File: src/rtl/int_exec_pkg.sv
package int_exec_pkg;

    localparam int XLEN      = 32;
    localparam int REG_COUNT = 32;
    localparam int IDX_W     = $clog2(REG_COUNT);
    localparam int IMM_W     = 16;

    localparam logic [5:0] OPC_RTYPE = 6'h00;
    localparam logic [5:0] OPC_ADDI  = 6'h08;
    localparam logic [5:0] OPC_SLTI  = 6'h0A;
    localparam logic [5:0] OPC_ANDI  = 6'h0C;
    localparam logic [5:0] OPC_ORI   = 6'h0D;
    localparam logic [5:0] OPC_LUI   = 6'h0F;
    localparam logic [5:0] OPC_LOAD  = 6'h23;
    localparam logic [5:0] OPC_STORE = 6'h2B;

    localparam logic [5:0] FN_SLL = 6'h00;
    localparam logic [5:0] FN_SRL = 6'h02;
    localparam logic [5:0] FN_SRA = 6'h03;
    localparam logic [5:0] FN_ADD = 6'h20;
    localparam logic [5:0] FN_SUB = 6'h22;
    localparam logic [5:0] FN_AND = 6'h24;
    localparam logic [5:0] FN_OR  = 6'h25;
    localparam logic [5:0] FN_NOR = 6'h27;
    localparam logic [5:0] FN_SLT = 6'h2A;

    typedef enum logic [3:0] {
        ALU_ADD, ALU_SUB, ALU_AND, ALU_OR, ALU_NOR,
        ALU_SLT, ALU_SLL, ALU_SRL, ALU_SRA, ALU_PASSB
    } alu_op_e;

    typedef enum logic [1:0] {
        IMM_SIGNED, IMM_ZERO, IMM_UPPER
    } imm_kind_e;

    typedef struct packed {
        alu_op_e          op;
        logic             use_imm;
        imm_kind_e        imm_kind;
        logic [IDX_W-1:0] dest;
        logic             writes;
        logic             legal;
    } decode_t;

    function automatic logic [XLEN-1:0] widen_imm(input logic [IMM_W-1:0] imm,
                                                  input imm_kind_e kind);
        logic [XLEN-1:0] r;
        case (kind)
            IMM_ZERO:  r = {{(XLEN-IMM_W){1'b0}}, imm};
            IMM_UPPER: r = {imm, {(XLEN-IMM_W){1'b0}}};
            default:   r = {{(XLEN-IMM_W){imm[IMM_W-1]}}, imm};
        endcase
        return r;
    endfunction

endpackage

File: src/rtl/int_exec_regbank.sv
module int_exec_regbank #(
    parameter int WIDTH = 32,
    parameter int DEPTH = 32,
    localparam int AW = $clog2(DEPTH)
) (
    input  logic             clk,
    input  logic             rst,
    input  logic             we,
    input  logic [AW-1:0]    waddr,
    input  logic [WIDTH-1:0] wdata,
    input  logic [AW-1:0]    raddr_a,
    input  logic [AW-1:0]    raddr_b,
    output logic [WIDTH-1:0] rdata_a,
    output logic [WIDTH-1:0] rdata_b
);
    logic [WIDTH-1:0] entry [DEPTH];

    // Entry zero is a hard-wired constant.
    assign entry[0] = '0;

    for (genvar g = 1; g < DEPTH; g++) begin : g_entry
        always_ff @(posedge clk) begin
            if (rst)
                entry[g] <= '0;
            else if (we && waddr == AW'(g))
                entry[g] <= wdata;
        end
    end

    assign rdata_a = entry[raddr_a];
    assign rdata_b = entry[raddr_b];
endmodule

File: src/rtl/int_exec_decode.sv
module int_exec_decode
    import int_exec_pkg::*;
(
    input  logic [XLEN-1:0] instr,
    output decode_t         dec
);
    logic [5:0]       opc;
    logic [5:0]       fn;
    logic [IDX_W-1:0] f_rt;
    logic [IDX_W-1:0] f_rd;

    assign opc  = instr[31:26];
    assign fn   = instr[5:0];
    assign f_rt = instr[20:16];
    assign f_rd = instr[15:11];

    always_comb begin
        dec          = '0;
        dec.op       = ALU_ADD;
        dec.imm_kind = IMM_SIGNED;
        dec.dest     = f_rt;
        dec.use_imm  = 1'b1;
        dec.writes   = 1'b1;
        dec.legal    = 1'b1;
        case (opc)
            OPC_RTYPE: begin
                dec.use_imm = 1'b0;
                dec.dest    = f_rd;
                case (fn)
                    FN_ADD:  dec.op = ALU_ADD;
                    FN_SUB:  dec.op = ALU_SUB;
                    FN_AND:  dec.op = ALU_AND;
                    FN_OR:   dec.op = ALU_OR;
                    FN_NOR:  dec.op = ALU_NOR;
                    FN_SLT:  dec.op = ALU_SLT;
                    FN_SLL:  dec.op = ALU_SLL;
                    FN_SRL:  dec.op = ALU_SRL;
                    FN_SRA:  dec.op = ALU_SRA;
                    default: begin
                        dec.legal  = 1'b0;
                        dec.writes = 1'b0;
                    end
                endcase
            end
            OPC_ADDI: dec.op = ALU_ADD;
            OPC_SLTI: dec.op = ALU_SLT;
            OPC_ANDI: begin
                dec.op       = ALU_AND;
                dec.imm_kind = IMM_ZERO;
            end
            OPC_ORI: begin
                dec.op       = ALU_OR;
                dec.imm_kind = IMM_ZERO;
            end
            OPC_LUI: begin
                dec.op       = ALU_PASSB;
                dec.imm_kind = IMM_UPPER;
            end
            OPC_LOAD, OPC_STORE: dec.writes = 1'b0;
            default: begin
                dec.legal  = 1'b0;
                dec.writes = 1'b0;
            end
        endcase
    end
endmodule

File: src/rtl/int_exec_alu.sv
module int_exec_alu
    import int_exec_pkg::*;
(
    input  alu_op_e         op,
    input  logic [XLEN-1:0] a,
    input  logic [XLEN-1:0] b,
    input  logic [4:0]      shamt,
    output logic [XLEN-1:0] y
);
    always_comb begin
        case (op)
            ALU_ADD:   y = a + b;
            ALU_SUB:   y = a - b;
            ALU_AND:   y = a & b;
            ALU_OR:    y = a | b;
            ALU_NOR:   y = ~(a | b);
            ALU_SLT:   y = {{(XLEN-1){1'b0}}, ($signed(a) < $signed(b))};
            ALU_SLL:   y = b << shamt;
            ALU_SRL:   y = b >> shamt;
            ALU_SRA:   y = $unsigned($signed(b) >>> shamt);
            default:   y = b;
        endcase
    end
endmodule

File: src/rtl/int_exec_core.sv
module int_exec_core
    import int_exec_pkg::*;
(
    input  logic        clk,
    input  logic        rst,
    input  logic        instr_valid,
    input  logic [31:0] instr_word,
    output logic        wb_en,
    output logic [4:0]  wb_idx,
    output logic [31:0] wb_data,
    output logic [31:0] eff_addr,
    output logic        illegal
);
    decode_t         dec;
    logic [XLEN-1:0] src_a;
    logic [XLEN-1:0] src_b;
    logic [XLEN-1:0] imm_val;
    logic [XLEN-1:0] opnd_b;
    logic [XLEN-1:0] result;

    int_exec_decode u_decode (
        .instr (instr_word),
        .dec   (dec)
    );

    int_exec_regbank #(.WIDTH(XLEN), .DEPTH(REG_COUNT)) u_regs (
        .clk     (clk),
        .rst     (rst),
        .we      (wb_en),
        .waddr   (dec.dest),
        .wdata   (result),
        .raddr_a (instr_word[25:21]),
        .raddr_b (instr_word[20:16]),
        .rdata_a (src_a),
        .rdata_b (src_b)
    );

    assign imm_val = widen_imm(instr_word[15:0], dec.imm_kind);
    assign opnd_b  = dec.use_imm ? imm_val : src_b;

    int_exec_alu u_alu (
        .op    (dec.op),
        .a     (src_a),
        .b     (opnd_b),
        .shamt (instr_word[10:6]),
        .y     (result)
    );

    assign wb_en    = instr_valid & dec.writes & dec.legal;
    assign illegal  = instr_valid & ~dec.legal;
    assign wb_idx   = dec.dest;
    assign wb_data  = result;
    assign eff_addr = src_a + widen_imm(instr_word[15:0], IMM_SIGNED);
endmodule

File: config.mk
export PLATFORM = sky130hd
export DESIGN_NAME = int_exec_core
export DESIGN_NICKNAME = d
export VERILOG_FILES = /design/src/rtl/int_exec_pkg.sv /design/src/rtl/int_exec_regbank.sv /design/src/rtl/int_exec_decode.sv /design/src/rtl/int_exec_alu.sv /design/src/rtl/int_exec_core.sv
export SDC_FILE = /design/constraint.sdc
export NUM_CORES = 2
export LEC_CHECK = 0
export BUFFER_PORTS_ARGS = -buffer_cell sky130_fd_sc_hd__buf_4
export CORE_MARGIN = 2
export CORE_UTILIZATION = 25
export CTS_CLUSTER_DIAMETER = 120
export DETAILED_ROUTE_END_ITERATION = 8
export PLACE_DENSITY_LB_ADDON = 0.3
export SYNTH_ARGS = -nofsm -noshare
export SYNTH_HDL_FRONTEND = slang
export SYNTH_HIERARCHICAL = 1
export SYNTH_SLANG_ARGS = --single-unit
File: constraint.sdc
create_clock -name clk -period 7.5 [get_ports clk]
set_clock_uncertainty 0.05 [all_clocks]
set_input_delay 0 -clock clk [delete_from_list [all_inputs] [get_ports clk]]
set_output_delay 0 -clock clk [all_outputs]
set_load 0.05 [all_outputs]
==> impl_metrics.tcl <==
set metrics [dict create \
    synthToLayoutAreaGrowth_pct 13.40 \
    cts_setup_buffers 0 \
    clock_latency_ps 780 \
    cts_tree "yes" \
    port_buffers 105 \
    slew-limit-headroom_pct 14.02 \
    htree_levels 3 \
    ant_nets 0 \
    hpwl_um 192900 \
    wl_um 297300 \
    outcome "finished, final reports clean" \
    leakage_nw 25.62 \
    dieArea_um2 258100 \
    worstSetupPathType "primary input to output pin" \
    gp_routability_congestion 0.9447 \
    fp.dieH_um 508.1 \
    fin_crit_sh_pct 93.32 \
    slew_viol_final 0 \
    cp-start-kind "primary input" \
    path_max_fanout 32 \
    viasPerCell 5.544 \
    yosys_warnings 6 \
    grt_max_degree 214 \
    top_level_ports 106 \
    clock.fmax_ghz 0.1429 \
    clk_pin_slew_ps 70 \
    syn_nets 8542 \
    post_drt_wl_per_cell_um 25.79 \
    holdWs_ps 247.8 \
    cp_common_cell "buf_4" \
    drt-pass1-iter-count 6 \
    drt_iter0_markers 7105 \
    top_regs "u_regs/entry: 992 flops" \
    tns_ps 0 \
    ys_ff_latch 992 \
    grt_pass1_wl_um 427100 \
    power_density_nw_per_um2 206.4 \
    antenna_found_initial 13 \
    clockBufferDepth 3 \
    syn-cell-area_um2 63520 \
    synthArstFlopShare_pct 0 \
    numCtsBuffers 107 \
    top_register "u_regs/entry" \
    synth_edf_count 0 \
    syn_inst 8375 \
    crit_buf_inv 6 \
    yosysSeqAreaShare_pct 31.27 \
    track_usage_pct 22.01 \
    min_period_ps 6999 \
    critical_path_required_ps 7450 \
    setup_viol_count_final 0 \
    clock_sinks 992 \
    via_count 63910 \
    syn_area_per_cell_um2 7.584 \
    core_um2 253500 \
    overflow 0 \
    drive_above_1_share_pct 10.97 \
    die_w_um 508.1 \
    nNetsFinal 8237 \
    start_util_pct 25.06 \
    grt_pass1_vias 60540 \
    hold_class "primary input to flip-flop" \
    worstPathCellList "buf_4 -> nor2b_2 -> buf_4 -> buf_4 -> a221oi_1 -> nor3_1 -> a31oi_1 -> nand3_1 -> nor2_1 -> a21oi_1 -> inv_1 -> ha_1 -> nor4_1 -> nand4_1 -> o311ai_1 -> o31ai_1 -> a2111o_1 -> o221a_1 -> buf_4 -> buf_4" \
    largest_register_ffs 992 \
    worst_pin_slew_ps 1290 \
    rsz0062_at_grt "no" \
    worstPathArrival_ps 6950 \
    root_buffer "clkbuf_16" \
    crit_slowest_cell "a21oi_1" \
    synthFlopType "dfxtp_1" \
    yosysUniqueCellTypes 107 \
    crit_family "compound AO/OA/AOI/OAI gates" \
    ir_drop_uv 174.1 \
    drc 0 \
    hold_violations 0 \
    cpPeakStageDelay_ps 810 \
    drv_cap 0 \
    crit_path_end_kind "output pin" \
    num_rows 185 \
]
## path summary, 6_finish.rpt
path	startpoint	to	slack (ps)	depth (start not counted)
min reg2reg	u_regs/entry[877]$_SDFFE_PP0P_	u_regs/entry[877]$_SDFFE_PP0P_	410	2
max	instr_word[16]	wb_data[30]	500	20
min	instr_word[10]	u_regs/entry[117]$_SDFFE_PP0P_	250	6
max reg2reg	u_regs/entry[780]$_SDFFE_PP0P_	u_regs/entry[798]$_SDFFE_PP0P_	1170	21
## synthesized netlist by cell type (all sizes together) (27+ instances only)
cell type	count	area share (%)
mux2i	814	13
clkbuf	497	2.9
a31oi	86	0.85
buf	296	2.5
o21ai	131	1.0
nor3	109	0.98
nor2b	89	0.88
a22oi	262	3.1
nor4	27	0.37
mux4	125	4.4
dfxtp	992	31
mux2	86	1.5
a21o	37	0.44
a21oi	1320	10
a221oi	77	1.1
inv	126	0.74
nand3	235	1.9
ha	129	2.5
nand2	2308	14
a211oi	38	0.46
nor2	208	1.3
## routing by layer
| layer | global-route usage [%] | routed length, µm | vias up |
|---|---|---|---|
| met4 | 10.46 | 14740 | 6 |
| met2 | 35.39 | 134900 | 3237 |
| met5 | 0 | 35 | - |
| li1 | - | - | 28740 |
| met1 | 28.31 | 121400 | 31240 |
| met3 | 4.083 | 26240 | 698 |
## per-stage QoR
step / instances / area [µm²] / worst slack, ps / utilization (%) / total power [W]
2_1_floorplan: 8375 / 63520 / 1633 / - / 0.007643
3_3_place_gp: 11330 / 68190 / 604.1 / 26.91 / 0.009139
3_5_place_dp: 11330 / 68190 / 541.0 / 26.91 / 0.009142
4_1_cts: 11530 / 72020 / 649.9 / 28.41 / 0.01488
5_1_grt: 11530 / 72020 / 322.4 / 28.42 / 0.01531
6_report: 11530 / 72030 / 500.8 / 28.42 / 0.01487
## placed cells by master (no fill, tap or decap), types with 17 or more instances in the layout
master,synthesis,layout
a211oi_1,37,37
a21o_1,37,37
a21oi_1,1317,1309
a221oi_1,76,76
a22oi_1,262,262
a31oi_1,86,82
and2_1,25,23
and3_1,17,17
buf_12,1,32
buf_4,39,343
clkbuf_1,497,25
clkbuf_16,0,107
clkbuf_8,0,31
dfxtp_1,992,992
ha_1,129,129
inv_1,126,126
mux2_2,86,86
mux2i_1,814,814
mux4_2,123,123
nand2_1,2305,2288
nand2_2,2,19
nand2b_1,25,23
nand3_1,235,234
nor2_1,200,191
nor2b_1,89,81
nor3_1,97,95
nor4_1,18,18
o211ai_1,26,26
o21ai_0,123,121
xnor2_1,22,22
## area by class of cell
| type | count | area [µm²] |
|---|---|---|
| Sequential cell | 992 | 19860 |
| Inverter | 128 | 480.5 |
| Timing Repair Buffer | 379 | 3271 |
| Antenna cell | 3 | 7.507 |
| Clock buffer | 163 | 3198 |
| Fill cell | 27190 | 181400 |
| Clock inverter | 36 | 615.6 |
| Multi-Input combinational cell | 6462 | 40380 |
| Tap cell | 3366 | 4212 |
## report_power, final
| group | switching [W] | internal (W) | leakage [nW] |
|---|---|---|---|
| Sequential | 0.000000724 | 0.00527 | 7.98 |
| Clock | 0.00241 | 0.00336 | 1.87 |
| Combinational | 0.00275 | 0.00108 | 15.8 |
| Total | 0.00516 | 0.00971 | 25.6 |
## worst reg2reg max path, delay by kind of cell, from the launching register on
kind | cells | cell delay, ps
AOI/OAI and AO/OA | 8 | 2300
adders and majority gates | 1 | 360
buffers and inverters | 4 | 910
DFF | 1 | 330
muxes | 1 | 470
and+or+nand+nor | 7 | 1820
## cells by family (layout without fill, tap and decap cells)
kind of cell,after synthesis,count (layout),synth area share (%)
flip-flops,992,992,31.27
adder cells (fa/ha/maj),132,132,2.636
buffers and inverters,921,706,6.170
XOR/XNOR,31,31,0.4275
AND/OR/NAND/NOR,3120,3120,20.58
AO/OA/AOI/OAI,2154,2154,20.13
other,0,3,0
multiplexers,1025,1025,18.80
## repair_timing
item | 4_1_cts | 5_1_grt
hold buffers | 1 | 0
hold endpoints to repair | 120 | 0
gates resized for setup | 0 | 0
(Power assumes the default switching activity.)
